## config.mk

```make
export PLATFORM = sky130hd
export DESIGN_NAME = chan_byte_fifo
export DESIGN_NICKNAME = d
export VERILOG_FILES = /design/src/rtl/chan_fifo_pkg.sv /design/src/rtl/cbf_ctrl.sv /design/src/rtl/cbf_store.sv /design/src/rtl/cbf_flags.sv /design/src/rtl/cbf_errs.sv /design/src/rtl/chan_byte_fifo.sv
export SDC_FILE = /design/constraint.sdc
export NUM_CORES = 1
export LEC_CHECK = 0
export BUFFER_PORTS_ARGS = -buffer_cell sky130_fd_sc_hd__clkbuf_2
export CORE_ASPECT_RATIO = 1.5
export CORE_MARGIN = 1.5
export CORE_UTILIZATION = 25
export CTS_CLUSTER_DIAMETER = 80
export CTS_CLUSTER_SIZE = 25
export DETAILED_ROUTE_END_ITERATION = 7
export PLACE_DENSITY = 0.44
export SLEW_MARGIN = 20
export SYNTH_ARGS = -nofsm -noshare
export SYNTH_HDL_FRONTEND = slang
export SYNTH_HIERARCHICAL = 1
export SYNTH_SLANG_ARGS = --single-unit
```

## constraint.sdc

```tcl
create_clock -name clk -period 8.6 [get_ports clk]
set_input_delay 1.72 -clock clk [delete_from_list [all_inputs] [get_ports clk]]
set_output_delay 1.72 -clock clk [all_outputs]
set_load 0.01 [all_outputs]
```

## src/rtl/chan_fifo_pkg.sv

```systemverilog
package chan_fifo_pkg;
  localparam int REG_W     = 16;
  localparam int THR_RESET = 7;

  typedef struct packed {
    logic full;
    logic afull;
    logic aempty;
    logic empty;
  } fifo_cond_t;
endpackage

```

## src/rtl/cbf_ctrl.sv

```systemverilog
module cbf_ctrl #(
  parameter int DEPTH = 16,
  parameter int PTR_W = 4,
  parameter int LVL_W = 5
) (
  input  logic             clk,
  input  logic             rst_n,
  input  logic             wr_valid,
  input  logic             rd_ready,
  input  logic             flush_req,
  output logic             push,
  output logic             pop,
  output logic             drop,
  output logic             starve,
  output logic             flush_pulse,
  output logic             is_full,
  output logic             is_empty,
  output logic [PTR_W-1:0] wr_ptr,
  output logic [PTR_W-1:0] rd_ptr,
  output logic [LVL_W-1:0] level
);
  localparam logic [LVL_W-1:0] LVL_MAX  = LVL_W'(DEPTH);
  localparam logic [LVL_W-1:0] LVL_ONE  = LVL_W'(1);
  localparam logic [PTR_W-1:0] PTR_LAST = PTR_W'(DEPTH - 1);
  localparam logic [PTR_W-1:0] PTR_ONE  = PTR_W'(1);

  logic flush_req_q;

  function automatic logic [PTR_W-1:0] ptr_step(input logic [PTR_W-1:0] p);
    return (p == PTR_LAST) ? '0 : p + PTR_ONE;
  endfunction

  assign is_full     = (level == LVL_MAX);
  assign is_empty    = (level == '0);
  assign flush_pulse = flush_req & ~flush_req_q;
  assign push        = wr_valid & ~is_full  & ~flush_pulse;
  assign drop        = wr_valid &  is_full  & ~flush_pulse;
  assign pop         = rd_ready & ~is_empty & ~flush_pulse;
  assign starve      = rd_ready &  is_empty & ~flush_pulse;

  always_ff @(posedge clk or negedge rst_n) begin
    if (!rst_n) begin
      flush_req_q <= 1'b0;
      wr_ptr      <= '0;
      rd_ptr      <= '0;
      level       <= '0;
    end else begin
      flush_req_q <= flush_req;
      if (flush_pulse) begin
        wr_ptr <= '0;
        rd_ptr <= '0;
        level  <= '0;
      end else begin
        if (push) wr_ptr <= ptr_step(wr_ptr);
        if (pop)  rd_ptr <= ptr_step(rd_ptr);
        if (push && !pop)      level <= level + LVL_ONE;
        else if (pop && !push) level <= level - LVL_ONE;
      end
    end
  end
endmodule

```

## src/rtl/cbf_store.sv

```systemverilog
module cbf_store #(
  parameter int DATA_W = 8,
  parameter int DEPTH  = 16,
  parameter int PTR_W  = 4
) (
  input  logic              clk,
  input  logic              rst_n,
  input  logic              push,
  input  logic              pop,
  input  logic              is_empty,
  input  logic [PTR_W-1:0]  wr_ptr,
  input  logic [PTR_W-1:0]  rd_ptr,
  input  logic [DATA_W-1:0] wr_data,
  output logic [DATA_W-1:0] rd_data
);
  logic [DATA_W-1:0] mem [DEPTH];
  logic [DATA_W-1:0] last_q;

  always_ff @(posedge clk) begin
    if (push) mem[wr_ptr] <= wr_data;
  end

  always_ff @(posedge clk or negedge rst_n) begin
    if (!rst_n)   last_q <= '0;
    else if (pop) last_q <= mem[rd_ptr];
  end

  assign rd_data = is_empty ? last_q : mem[rd_ptr];
endmodule

```

## src/rtl/cbf_flags.sv

```systemverilog
module cbf_flags
  import chan_fifo_pkg::*;
#(
  parameter int DEPTH = 16,
  parameter int LVL_W = 5
) (
  input  logic             clk,
  input  logic             rst_n,
  input  logic             thr_we,
  input  logic [REG_W-1:0] afull_in,
  input  logic [REG_W-1:0] aempty_in,
  input  logic [LVL_W-1:0] level,
  input  logic             is_full,
  input  logic             is_empty,
  output logic [REG_W-1:0] afull_q,
  output logic [REG_W-1:0] aempty_q,
  output fifo_cond_t       cond
);
  localparam int SUM_W = REG_W + 1;
  localparam logic [SUM_W-1:0] CAP = SUM_W'(DEPTH);

  logic [SUM_W-1:0] lvl_wide;
  logic [SUM_W-1:0] reach;

  always_ff @(posedge clk or negedge rst_n) begin
    if (!rst_n) begin
      afull_q  <= REG_W'(THR_RESET);
      aempty_q <= REG_W'(THR_RESET);
    end else if (thr_we) begin
      afull_q  <= afull_in;
      aempty_q <= aempty_in;
    end
  end

  assign lvl_wide    = SUM_W'(level);
  assign reach       = lvl_wide + {1'b0, afull_q};
  assign cond.full   = is_full;
  assign cond.empty  = is_empty;
  assign cond.afull  = (reach >= CAP);
  assign cond.aempty = (lvl_wide <= {1'b0, aempty_q});
endmodule

```

## src/rtl/cbf_errs.sv

```systemverilog
module cbf_errs (
  input  logic clk,
  input  logic rst_n,
  input  logic drop,
  input  logic starve,
  input  logic ovf_clr,
  input  logic stop_on_full,
  input  logic is_full,
  input  logic flush_pulse,
  output logic ovf_q,
  output logic udf_q,
  output logic halt_q
);
  always_ff @(posedge clk or negedge rst_n) begin
    if (!rst_n) begin
      ovf_q  <= 1'b0;
      udf_q  <= 1'b0;
      halt_q <= 1'b0;
    end else begin
      if (drop)         ovf_q <= 1'b1;
      else if (ovf_clr) ovf_q <= 1'b0;
      udf_q <= starve;
      if (flush_pulse || !stop_on_full) halt_q <= 1'b0;
      else if (is_full)                 halt_q <= 1'b1;
    end
  end
endmodule

```

## src/rtl/chan_byte_fifo.sv

```systemverilog
module chan_byte_fifo
  import chan_fifo_pkg::*;
#(
  parameter int DATA_W = 8,
  parameter int DEPTH  = 16
) (
  input  logic              clk,
  input  logic              rst_n,
  input  logic              wr_valid,
  output logic              wr_ready,
  input  logic [DATA_W-1:0] wr_data,
  output logic              rd_valid,
  input  logic              rd_ready,
  output logic [DATA_W-1:0] rd_data,
  input  logic              flush_req,
  input  logic              thr_we,
  input  logic [REG_W-1:0]  afull_thr_in,
  input  logic [REG_W-1:0]  aempty_thr_in,
  output logic [REG_W-1:0]  afull_thr,
  output logic [REG_W-1:0]  aempty_thr,
  output logic [REG_W-1:0]  fill_level,
  output logic [REG_W-1:0]  depth_words,
  output logic              full_n,
  output logic              afull_n,
  output logic              aempty_n,
  output logic              empty_n,
  input  logic              ovf_clr,
  output logic              ovf_flag,
  output logic              udf_pulse,
  input  logic              stop_on_full,
  output logic              rx_halt
);
  localparam int PTR_W = (DEPTH > 1) ? $clog2(DEPTH) : 1;
  localparam int LVL_W = $clog2(DEPTH + 1);
  localparam int NCOND = $bits(fifo_cond_t);

  logic             push, pop, drop, starve, flush_pulse;
  logic             is_full, is_empty;
  logic [PTR_W-1:0] wr_ptr, rd_ptr;
  logic [LVL_W-1:0] level;
  fifo_cond_t       cond;
  logic [NCOND-1:0] cond_bits;
  logic [NCOND-1:0] cond_n;

  cbf_ctrl #(.DEPTH(DEPTH), .PTR_W(PTR_W), .LVL_W(LVL_W)) u_ctrl (
    .clk(clk), .rst_n(rst_n), .wr_valid(wr_valid), .rd_ready(rd_ready),
    .flush_req(flush_req), .push(push), .pop(pop), .drop(drop),
    .starve(starve), .flush_pulse(flush_pulse), .is_full(is_full),
    .is_empty(is_empty), .wr_ptr(wr_ptr), .rd_ptr(rd_ptr), .level(level)
  );

  cbf_store #(.DATA_W(DATA_W), .DEPTH(DEPTH), .PTR_W(PTR_W)) u_store (
    .clk(clk), .rst_n(rst_n), .push(push), .pop(pop), .is_empty(is_empty),
    .wr_ptr(wr_ptr), .rd_ptr(rd_ptr), .wr_data(wr_data), .rd_data(rd_data)
  );

  cbf_flags #(.DEPTH(DEPTH), .LVL_W(LVL_W)) u_flags (
    .clk(clk), .rst_n(rst_n), .thr_we(thr_we), .afull_in(afull_thr_in),
    .aempty_in(aempty_thr_in), .level(level), .is_full(is_full),
    .is_empty(is_empty), .afull_q(afull_thr), .aempty_q(aempty_thr),
    .cond(cond)
  );

  cbf_errs u_errs (
    .clk(clk), .rst_n(rst_n), .drop(drop), .starve(starve),
    .ovf_clr(ovf_clr), .stop_on_full(stop_on_full), .is_full(is_full),
    .flush_pulse(flush_pulse), .ovf_q(ovf_flag), .udf_q(udf_pulse),
    .halt_q(rx_halt)
  );

  assign cond_bits = cond;
  for (genvar i = 0; i < NCOND; i++) begin : g_low
    assign cond_n[i] = ~cond_bits[i];
  end

  assign {full_n, afull_n, aempty_n, empty_n} = cond_n;
  assign wr_ready    = ~is_full;
  assign rd_valid    = ~is_empty;
  assign fill_level  = REG_W'(level);
  assign depth_words = REG_W'(DEPTH);
endmodule

```

==> flow_summary.yaml <==
run_status:
  outcome: "completed"
cts:
  holdBufCountCts: 0
  clock_path_buffers: 2
  ctsResizeCount: 0
  clkSinkCount: 185
  clkTransAtPathRegs_ps: 80
  clock_latency_ps: 450
  cts_root_buf: "clkbuf_16"
  cts_buffers: 17
  h-tree-depth: 4
  post_cts_buffers: 0
  cts_tree: "done"
synth:
  yosysMostFrequentCell: "edfxtp_1"
  syn-cell-area_um2: 8490
  synth.largest_area_cell: "edfxtp_1"
  ys_seq_area_share_pct: 62.2
  synthTopCellsByCount: "128 x edfxtp_1, 59 x mux2_2, 51 x dfrtp_1, 43 x nor2_1, 32 x buf_4"
  synth_area_leaders: "edfxtp_1 45%, dfrtp_1 15%, mux2_2 7.8%"
  synth-main-ff-cell: "edfxtp_1"
  synth_cells: 591
  synth_edf_count: 128
  yosysWarnings: 6
  ys_types: 62
  ys_ff_latch: 185
  avgSynthCellArea_um2: 14.4
  yosysTopAreaCellShare_pct: 45.3
  async_flop_share_pct: 30.8
setup_path:
  max_stage_delay_ps: 540
  critical_path.cell_chain: "ha_1, fa_1, a21o_1, a221oi_1, a21oi_1, or4_1, or4_1, inv_1, clkbuf_2"
  cp_num_buf_inv: 2
  cpMostUsedCell: "or4_1"
  cp-start-kind: "register"
  path_class: "register to primary output"
  crit_family: "simple AND/OR/NAND/NOR gates"
  end_kind: "primary output"
  required_ps: 6880
  slowest_stage: "or4_1"
  worstPathMaxFanout: 10
  worstPathArrival_ps: 3350
drt:
  detailroute.via_count: 5137
  drc: 0
  drtPass1Iterations: 4
  final_antenna_net_count: 0
  routed_via_density: 4.57
  drt_iter0_markers: 253
  drt-total-wl_mm: 21.5
  drt-wirelength-per-cell_um: 19.2
floorplan:
  dieArea_um2: 35100
  die_w_um: 153
  start_util_pct: 25.4
  ios: 129
  core_area_um2: 33400
  rows: 82
  fp.dieH_um: 229
finish:
  drive_gt1_share_pct: 32.1
  final_util_pct: 29.6
  n_fill_cell: 3427
  nets: 756
  area_growth_pct: 16.5
  n_antenna_cell: 0
power:
  peakVddDrop_mv: 0.139
  power_density_nw_per_um2: 284
  report.power.total_mw: 2.81
  p_leak_nw: 3.76
global_route:
  grt_pass1_vias: 5404
  grt_max_degree: 58
  antenna_found_initial: 0
  grtUsageTotal_pct: 12.9
  overflow: 0
  grt_pass1_wl_mm: 33.5
sta:
  timing.final.crit_share_pct: 59.0
  relSlewSlack_pct: 33.8
  tightestPinTransition_ps: 989
  finalSetupViolations: 0
  tns_ps: 0
  final.setup_skew_ps: 17.7
  rsz0062_at_grt: "false"
  min_period_ps: 5070
  max_freq_ghz: 0.197
  worst_slack_ps: 3530
  slew_violations: 0
  final-hold-violation-count: 0
placed_design:
  port_buffers: 101
  hpwl_mm: 14.9
  preCtsSetupSlack_ps: 4000
  place.gp.congestion: 0.780
worst_hold_path:
  hp-class: "register to register"
flow_run:
  maxCapViolCount: 0
## placed cells by master, fill, tap and decap left out, types with 4 or more instances in the layout
cell type / synthesis / layout
a211oi_1: 11 / 11
a21o_1: 13 / 13
a21oi_1: 17 / 17
a31oi_1: 7 / 7
and2_1: 4 / 4
buf_4: 32 / 7
clkbuf_16: 0 / 17
clkbuf_2: 0 / 100
conb_1: 2 / 27
dfrtp_1: 51 / 50
dfstp_2: 6 / 6
edfxtp_1: 128 / 128
ha_1: 16 / 16
inv_1: 18 / 18
mux2_2: 59 / 59
mux2i_1: 12 / 12
mux4_2: 13 / 13
nand2_1: 19 / 19
nand2b_1: 7 / 7
nand3_1: 10 / 10
nor2_1: 43 / 43
nor2b_1: 10 / 10
nor3_1: 8 / 7
o21ai_0: 12 / 12
o221ai_1: 8 / 8
o32ai_1: 8 / 8
## metrics by stage
step | std cells | hold slack (ps) | instance area [um^2]
6_report | 1123 | 497 | 9880
5_1_grt | 1123 | 534 | 9880
4_1_cts | 1123 | 503 | 9880
3_5_place_dp | 1091 | 479 | 9300
3_3_place_gp | 1091 | 466 | 9300
2_1_floorplan | 616 | 475 | 8580
## layer usage
layer	global-route usage [%]	wire [um]	vias to the layer above
met4	3.91	282	0
li1	-	-	2387
met3	3.17	923	15
met2	23.5	11600	141
met5	0	0	-
met1	14.7	8750	2594
## layout make-up
cell class                      instances  area, um^2  share of cell area, %
Clock buffer                           20         437                   4.42
Clock inverter                         12         144                   1.46
Inverter                               18        67.6                  0.684
Multi-Input combinational cell        360        2870                   29.1
Sequential cell                       185        5280                   53.4
Tap cell                              420         526                   5.32
Timing Repair Buffer                  108         558                   5.65
## cells by family after synthesis
family	count (synthesis)	synth area share [%]
DFF	185	62.2
muxes	87	13.6
and+or+nand+nor	129	8.02
buffers and inverters	71	5.12
xor gates and xnor gates	3	0.310
adders and majority gates	18	2.83
AOI/OAI and AO/OA	96	7.83
other	2	0.0885
## flip-flops by register name (all words and copies together) (netlist names), 4 cells and up
register,count
u_ctrl/level,5
u_store/last_q,8
u_ctrl/rd_ptr,4
u_flags/afull_q,16
u_flags/aempty_q,16
u_ctrl/wr_ptr,4
u_store/mem,128
## where the power goes
| part | internal [mW] | leakage [nW] | switching, mW |
|---|---|---|---|
| logic | 0.381 | 1.65 | 0.469 |
| clock network | 0.433 | 0.274 | 0.363 |
| registers | 1.05 | 1.84 | 0.117 |
| total | 1.86 | 3.76 | 0.950 |
## worst paths after layout
| kind | start | endpoint | slack [ps] | cells after the start |
|---|---|---|---|---|
| hold reg to reg | u_errs/ovf_q | u_errs/ovf_q | 500 | 1 |
| setup / recovery | u_ctrl/level[0] | afull_n | 3530 | 9 |
| hold / removal | u_errs/ovf_q | u_errs/ovf_q | 500 | 1 |
| max in group asynchronous | rst_n | u_ctrl/rd_ptr[0] | 6600 | 2 |
| min in group asynchronous | rst_n | u_flags/afull_q[3] | 1440 | 2 |
| setup reg to reg | u_ctrl/level[1] | u_ctrl/level[4] | 4970 | 8 |
Note: power is estimated with default switching activity, not from simulation.
